<file path="config.mk">
export PLATFORM = sky130hd
export DESIGN_NAME = bus_issue_ctrl
export DESIGN_NICKNAME = d
export VERILOG_FILES = /design/src/rtl/bic_pkg.sv /design/src/rtl/bic_arb.sv /design/src/rtl/bic_ioq.sv /design/src/rtl/bic_stall.sv /design/src/rtl/bus_issue_ctrl.sv
export SDC_FILE = /design/constraint.sdc
export NUM_CORES = 1
export LEC_CHECK = 0
export CELL_PAD_IN_SITES_DETAIL_PLACEMENT = 1
export CELL_PAD_IN_SITES_GLOBAL_PLACEMENT = 2
export CORE_MARGIN = 8
export CORE_UTILIZATION = 26
export DETAILED_ROUTE_END_ITERATION = 12
export PLACE_DENSITY = 0.8
export SETUP_SLACK_MARGIN = 0.15
export SYNTH_ARGS = -nofsm -noshare
export SYNTH_HDL_FRONTEND = slang
export SYNTH_SLANG_ARGS = --single-unit
</file>
<file path="constraint.sdc">
create_clock -name clk -period 2.6 [get_ports clk]
set_input_delay 0.65 -clock clk [delete_from_list [all_inputs] [get_ports clk]]
set_output_delay 0.65 -clock clk [all_outputs]
set_load 0.03 [all_outputs]
</file>
<file path="src/rtl/bic_pkg.sv">
package bic_pkg;
  typedef enum logic [1:0] {
    ARB_IDLE = 2'd0,
    ARB_REQ  = 2'd1,
    ARB_OWN  = 2'd2
  } arb_st_t;
endpackage

</file>
<file path="src/rtl/bic_arb.sv">
module bic_arb
  import bic_pkg::*;
(
  input  logic    clk,
  input  logic    rst,
  input  logic    pend_valid,
  input  logic    arb_win,
  input  logic    lock_held,
  input  logic    binit_hit,
  output arb_st_t st
);
  arb_st_t st_nx;

  always_comb begin
    st_nx = st;
    unique case (st)
      ARB_IDLE: if (pend_valid) st_nx = ARB_REQ;
      ARB_REQ:  if (arb_win)    st_nx = ARB_OWN;
      ARB_OWN:  if (!pend_valid && !lock_held) st_nx = ARB_IDLE;
      default:  st_nx = ARB_IDLE;
    endcase
    if (binit_hit) st_nx = ARB_IDLE;
  end

  always_ff @(posedge clk) begin
    if (rst) st <= ARB_IDLE;
    else     st <= st_nx;
  end
endmodule

</file>
<file path="src/rtl/bic_ioq.sv">
module bic_ioq #(
  parameter int DEPTH = 8,
  parameter int LVL_W = $clog2(DEPTH + 1)
) (
  input  logic             clk,
  input  logic             rst,
  input  logic             inc,
  input  logic             done,
  output logic [LVL_W-1:0] level
);
  logic dec;
  assign dec = done && (level != '0);

  always_ff @(posedge clk) begin
    if (rst) begin
      level <= '0;
    end else begin
      unique case ({inc, dec})
        2'b10:   level <= level + LVL_W'(1);
        2'b01:   level <= level - LVL_W'(1);
        default: level <= level;
      endcase
    end
  end
endmodule

</file>
<file path="src/rtl/bic_stall.sv">
module bic_stall #(
  parameter int DEPTH    = 8,
  parameter int STALL_AT = 7,
  parameter int LVL_W    = $clog2(DEPTH + 1)
) (
  input  logic             clk,
  input  logic             rst,
  input  logic [LVL_W-1:0] level,
  output logic             drv_slot,
  output logic             stall_n
);
  localparam logic [LVL_W-1:0] THRESH = LVL_W'(STALL_AT);

  always_ff @(posedge clk) begin
    if (rst) begin
      drv_slot <= 1'b0;
      stall_n  <= 1'b1;
    end else begin
      drv_slot <= ~drv_slot;
      if (drv_slot) stall_n <= !(level >= THRESH);
    end
  end
endmodule

</file>
<file path="src/rtl/bus_issue_ctrl.sv">
module bus_issue_ctrl
  import bic_pkg::*;
#(
  parameter int IOQ_DEPTH = 8,
  parameter int STALL_AT  = 7,
  parameter int LVL_W     = $clog2(IOQ_DEPTH + 1)
) (
  input  logic             clk,
  input  logic             rst,
  input  logic             cfg_binit_obs,
  input  logic             prio_req_n,
  input  logic             stall_in_n,
  input  logic             binit_n,
  input  logic             lock_n,
  input  logic             arb_win,
  input  logic             pend_valid,
  input  logic             ioq_done,
  output logic             issue_o,
  output logic             stall_n_o,
  output logic [LVL_W-1:0] ioq_level
);
  localparam logic [LVL_W-1:0] FULL_LVL = LVL_W'(IOQ_DEPTH);

  logic    obs_en;
  logic    lock_held;
  logic    drv_slot;
  logic    binit_hit;
  logic    lock_cont;
  logic    can_issue;
  arb_st_t arb_st;

  // strap capture: only while reset is held
  always_ff @(posedge clk) begin
    if (rst) obs_en <= cfg_binit_obs;
  end

  assign binit_hit = obs_en && !binit_n;
  assign lock_cont = lock_held && !lock_n;

  assign can_issue = !drv_slot && !binit_hit && (arb_st == ARB_OWN) &&
                     pend_valid && stall_in_n &&
                     (prio_req_n || lock_cont) && (ioq_level < FULL_LVL);

  always_ff @(posedge clk) begin
    if (rst) begin
      issue_o   <= 1'b0;
      lock_held <= 1'b0;
    end else begin
      issue_o <= can_issue;
      if (binit_hit || lock_n) lock_held <= 1'b0;
      else if (can_issue)      lock_held <= 1'b1;
    end
  end

  bic_arb u_arb (
    .clk        (clk),
    .rst        (rst),
    .pend_valid (pend_valid),
    .arb_win    (arb_win),
    .lock_held  (lock_held),
    .binit_hit  (binit_hit),
    .st         (arb_st)
  );

  bic_ioq #(.DEPTH(IOQ_DEPTH), .LVL_W(LVL_W)) u_ioq (
    .clk   (clk),
    .rst   (rst),
    .inc   (issue_o),
    .done  (ioq_done),
    .level (ioq_level)
  );

  bic_stall #(.DEPTH(IOQ_DEPTH), .STALL_AT(STALL_AT), .LVL_W(LVL_W)) u_stall (
    .clk      (clk),
    .rst      (rst),
    .level    (ioq_level),
    .drv_slot (drv_slot),
    .stall_n  (stall_n_o)
  );
endmodule

</file>
### Word level (Yosys, flattened, before mapping)

Index checks and enable logic that the tools add are counted.

* input port bits: 10
* register bits: 11
* output and inout port bits: 6
* word-level logic and storage cells: 49

* bitwise gates (word level): 1
* eq/ne operators: 7
* add/subtract/negate cells: 2
* reductions and logical operators: 25
* multiplexer cells: 5
* $lt $le $gt $ge: 2

Operators by type and width (number)
* 1-bit logical AND: 10
* 4-bit one-hot mux with 2 select lines: 1
* 1-bit zero test: 7
* 2-bit 2-to-1 mux: 3
* 2-bit one-hot mux with 3 select lines: 1
* 4-bit by 1-bit adder with 4-bit output, second input constant: 1
* 2-bit by 1-bit == test with 1-bit output, second input constant: 2
* 2-bit == test, second input constant: 2
* 4-bit by 3-bit greater-or-equal comparator with 1-bit output, second input constant: 1
* 4-bit less-than comparator, second input constant: 1
* 2-bit inequality test, second input constant: 2
* 4-bit nonzero test: 1
* 2-bit OR reduction: 2
* 4-bit by 1-bit subtractor with 4-bit output, second input constant: 1
* 3-bit AND reduction: 1
* 2-bit zero test: 1
* 1-bit logical OR: 2
* 2-bit by 1-bit inequality test with 1-bit output, second input constant: 1
* 2-bit nonzero test: 1
* 1-bit NOT: 1

### Longest topological paths before layout

* depth after elaboration: 9
* mapped depth: 9
* depth with buffers taken out: 8

### Modules after synthesis

Synthesis repeated with hierarchy kept, for this count alone.

* cell total of the unflattened synthesis: 57
* area, all modules: 561.8 µm²

By module, submodules not included
* bic_ioq: cells each 29, times used 1, area an instance 265.3 µm²
* bus_issue_ctrl: cells each 12, times used 1, area an instance 136.4 µm²
* bic_arb: cells each 10, times used 1, area an instance 95.1 µm²
* bic_stall: cells each 6, times used 1, area an instance 65.1 µm²

### Least setup slack after synthesis

No wires, ideal clock.

* path type: reg-to-reg
* start point: register u_ioq.level[2]
* end point: register u_ioq.level[2]
* period minus slack after synthesis: 2.246 ns
* data required time: 2.530 ns
* data arrival time: 2.175 ns
* buffers on the path: 0
* setup slack: 0.354 ns
* stages on the path, launching flop included: 9
* library setup time: 0.070 ns
* path through: dfxtp_1 o41a_2 ha_1 xor2_1 ha_1 a21oi_1 xor2_1 or3_1 a21oi_1

* cells in the longest elaborated chain, start to end: 4
* elaborated cells between the ends (all ways): 8
* classes of those cells: add/sub: 2; eq/ne: 2; mux: 1; reduce/logical: 3

Ends and longest elaborated chain
* from (decl): RTL line bic_ioq.sv:9 `output logic [LVL_W-1:0] level`
* from (signal assigned): RTL line bic_ioq.sv:19 `2'b10: level <= level + LVL_W'(1);`
* from (signal assigned): RTL line bic_ioq.sv:20 `2'b01: level <= level - LVL_W'(1);`
* from (signal assigned): RTL line bic_ioq.sv:21 `default: level <= level;`
* branches (longest 4 deep; another with 4-bit by 1-bit subtractor with 4-bit output)

Parallel ways; which one is timed is not known.
A chain may end at the register's enable or synchronous reset.

### Final worst setup path

* start point: input ioq_done
* end point: register u_ioq.level[2]

* cells in the longest elaborated chain, start to end: 3
* elaborated cells between the ends (all ways): 5
* classes of those cells: eq/ne: 2; mux: 1; reduce/logical: 2

Ends and longest elaborated chain
* from (decl): RTL line bus_issue_ctrl.sv:17 `input logic ioq_done,`
* 1-bit logical AND *: RTL line bic_ioq.sv:12 `assign dec = done && (level != '0);`
* 2-bit by 1-bit == test with 1-bit output or 2-bit == test (tied branches): RTL line bic_ioq.sv:18 `unique case ({inc, dec})`
* 4-bit one-hot mux with 2 select lines or 2-bit nonzero test (tied branches)

Every way passes the cells marked *; elsewhere a longest branch is shown, timed or not.

==> results.md <==
Floorplan:
- The starting utilization of the core area is between 20% and 30%.
- Measured along the x axis, the die boundary spans 62.64 microns.
- The total die area is 3924 sq um.
- The number of rows created at floorplan is 17.
- The die height is 62.64 microns.
- The I/O pin count is 16.
- The placeable core region is around 2100 sq um.

Min path:
- The min-delay analysis places its worst path in the category register to register.
- The startpoint of the lowest-slack hold path is u_arb.st[1].

Run:
- The number of maximum-capacitance constraint violations is 0.

GRT:
- The number of global-route vias before repair is 576.
- The wire length of the first global-routing pass is 2.684 mm.
- The largest net degree at the start of global routing is 10.
- The sum of overflow across all layers after global routing is 0.
- The number of antenna violations at the first check in global routing is 0.
- The global router's overall resource usage is 8.358%.

Yosys:
- Of the total synthesized cell area, the portion taken by XOR and XNOR cells is 4.646%.
- Summing the areas of all compound-gate instances in the mapped netlist gives 18.81% of the synthesized area.
- Yosys attributes the largest share of cell area to sky130_fd_sc_hd__dfxtp_1 (35%), sky130_fd_sc_hd__ha_1 (6.6%), sky130_fd_sc_hd__edfxtp_1 (5.3%).
- The portion of synthesized area spent on multiplexers is 4.425%.
- The cell type with the largest total area after synthesis is sky130_fd_sc_hd__dfxtp_1.
- The post-synthesis share of cell area spent on and, or, nand and nor gates is approximately a fifth.
- The adder-cell area share of the yosys netlist is 6.637%.
- The total standard cell area after synthesis is 565.5 sq um.
- The count of synthesis-stage warnings from yosys is 0.
- The top-area cell type share of the netlist area is roughly 35%.
- After synthesis, flip-flops and latches occupy 40.71% of the total area.
- The number of nets in the synthesized netlist is between 70 and 80.
- The commonest cells after synthesis are sky130_fd_sc_hd__dfxtp_1 (10), sky130_fd_sc_hd__nor2_1 (7), sky130_fd_sc_hd__a21oi_1 (4), sky130_fd_sc_hd__nor2b_1 (4).
- The most frequent cell after synthesis is sky130_fd_sc_hd__dfxtp_1.
- Yosys mapped a number of flops with a built-in enable equal to 1.
- The instance count of the mapped netlist is 59.
- The mean cell area of the mapped netlist is 9.585 sq um.
- By area, the combinational part of the netlist is dominated by simple AND/OR/NAND/NOR gates.
- Counting flops and latches in the post-synthesis netlist gives 11.
- Yosys mapped the design onto 30 distinct sky130hd cell types.
- The most common flop cell mapped by yosys is sky130_fd_sc_hd__dfxtp_1.
- For this run, asynchronously set or reset flops after synthesis account for 0%.

Worst setup path:
- The origin of the critical flop-to-flop path is u_ioq.level[2].
- The required time of the critical path is 2.81 ns.
- The library cell contributing the largest single delay on the critical path is sky130_fd_sc_hd__clkdlybuf4s50_1.
- Of all nets on the critical path, the largest fanout is 2.
- The worst-case register-to-register setup slack is 0.38 ns.
- The critical path startpoint is ioq_done.
- The capturing element type of the critical path is a register.
- The signal on the critical path passes through clkdlybuf4s50_1, o41a_2, ha_1, xor2_1, ha_1, a21oi_1, xor2_1, or3_1, a21oi_1.
- The worst setup path is of the input pin to register kind.
- The startpoint type of the worst setup path is an input pin.
- The worst endpoint data arrival time is 2.44 ns.
- The delay of the slowest critical-path stage is roughly 0.4 ns.

Layout:
- The net total in the final layout is 94.
- The synthesis-to-finish area growth is 40.04%.
- The final antenna diode count is 0.
- The share of cells above drive strength 1 is ~15%.
- The finished layout holds 108 standard cells, fillers aside.
- The final design instance area without fill is 792.0 sq um.
- After filler insertion, the fill cell instance count of the layout stands at 256.

Place:
- The number of port buffers is 15.
- The worst slack at placement is between 0.09 and 0.1 ns.
- At the end of routability-driven placement, the weighted congestion stood at ~0.69.
- Counting tap cells, the placed design contains a total of 104 instances.
- The final HPWL from detailed placement is 1.163 mm.
- Summing all placed instances gives a cell area of ~770 sq um.

Timing:
- The number of max-slew violations in the final report came to 0.
- The number of setup violations in the final report is 0.
- The post-route clock period utilization is a little under nine tenths.
- The number of hold-slack violations in the final timing report was 0.
- The final clock skew is 0.002307 ns.
- For the final routed database, the setup TNS stands at 0 ns.
- Subtracting the final worst setup slack from the clock period gives 2.231 ns.
- The worst setup margin is 0.3693 ns.
- Setup repair after global routing left no endpoint under its margin.
- The maximum clock frequency is about 450 MHz.
- The slew at the pin closest to its max-slew limit is 0.3151 ns.
- The worst-case headroom to the max-slew limit is 78.93%.

Clocking:
- The clock latency on the worst-skew pair is 0.27 ns.
- The clock net in this run drives a total of 11 sinks.
- The number of buffers added by the clock tree synthesis step is 3.
- The tree is rooted in a sky130_fd_sc_hd__clkbuf_4.
- The number of post-CTS setup repair buffers is 0.
- Counting along the longest clock path gives a buffer depth of 2.
- TritonCTS built the clock tree.
- CTS built an H-tree with a depth of 1.
- The clock-pin slew on the worst setup and hold paths is 0.07 ns.
- The number of buffers inserted for hold repair after clock tree synthesis is 0.
- The number of gates resized after CTS is 0.

Power:
- The analysis attributes to cell leakage a power of 0.0003177 uW.
- IR analysis of the VDD net gives a maximum drop of between 0.15 and 0.2 mV.
- The power density relative to cell area is 422.2 nW/um^2.

Detailed routing:
- The detailed router finished its first iteration with 4 violations.
- The number of remaining DRC errors is 0.
- The number of antenna-violating nets in the routed design is 0.
- The pre-antenna-repair detailed-routing pass consisted of 4 iterations.
- The number of vias after detailed routing is roughly 500.
- After detailed routing, the average wire length per cell comes to between 10 and 15 microns.
- The overall routed net length is 1.425 mm.
- The vias per cell is about 4.6.

Status:
- The flow ran to the end, and the final reports show no timing, DRC or antenna violations.
## cell usage in the layout (no fill, tap or decap), drive strengths merged
master         Yosys  layout
a31oi              1       1
mux2               1       1
or3                1       1
nand3              2       2
nand2b             1       1
o21ai              2       2
a2111oi            1       1
nor2               7       7
a211o              2       2
xor2               3       3
o41a               1       1
clkdlybuf4s50      0      15
o21bai             1       1
dfxtp             10      10
nand2              1       1
a41oi              1       1
mux2i              1       1
or2                1       1
edfxtp             1       1
ha                 3       3
nand3b             1       1
clkbuf             1       4
a21oi              5       5
buf                1       4
nor3               3       3
inv                2       2
nor2b              4       4
and2               1       1
## registers in the layout, summed over array words and instances, names as in the netlist
signal / flops
u_ioq.level: 4
lock_held: 1
obs_en: 1
u_stall.drv_slot: 1
u_stall.stall_n: 1
issue_o: 1
u_arb.st: 2
## kinds of logic after synthesis
logic type,count (synthesis)
DFF,11
AOI/OAI and AO/OA,14
adders and majority gates,3
xor gates and xnor gates,3
buffers and inverters,4
muxes,2
and+or+nand+nor,22
## path summary, 6_finish.rpt
kind | end | depth (start not counted)
setup / recovery | u_ioq.level[2] | 9
setup reg to reg | u_ioq.level[2] | 8
hold reg to reg | u_arb.st[0] | 1
hold / removal | u_arb.st[0] | 1
## power by group
part	switching [uW]	leakage, uW	internal (uW)
logic	14.3	0.000212	21.6
clock network	59.2	0.0000150	59.4
registers	3.62	0.0000911	176
total	77.1	0.000318	257
## layer usage
layer / track usage (%) / wire length, microns
met4: 5.983 / 37
met1: 9.651 / 645
met2: 13.07 / 673
met5: 0 / 0
met3: 2.151 / 68
## layout make-up
cell class / count / area [sq um] / area share, %
timing repair buffer: 19 / 180.2 / 22.75
inverter: 2 / 7.507 / 0.9479
multi-input combinational: 44 / 312.8 / 39.49
clock buffer: 4 / 26.28 / 3.318
tap: 28 / 35.03 / 4.423
sequential: 11 / 230.2 / 29.07
## critical path, delay by kind of cell
kind | cells | cell delay (ns)
compound gates | 3 | 0.42
xor+xnor | 2 | 0.24
fa+ha+maj | 2 | 0.40
buf+inv | 1 | 0.41
simple gates | 1 | 0.32
## stage by stage
stage / util (%) / hold WS (ns) / total power [uW]
after floorplan: - / 0.4224 / 198.5
after global placement: 36.00 / 0.4415 / 219.2
after detailed placement: 36.00 / 0.4498 / 220.5
after CTS: 37.24 / 0.4600 / 342.9
after global routing: 37.24 / 0.4895 / 359.7
final: 37.24 / 0.4579 / 334.4
No activity file was read; power rests on OpenSTA's default activity.
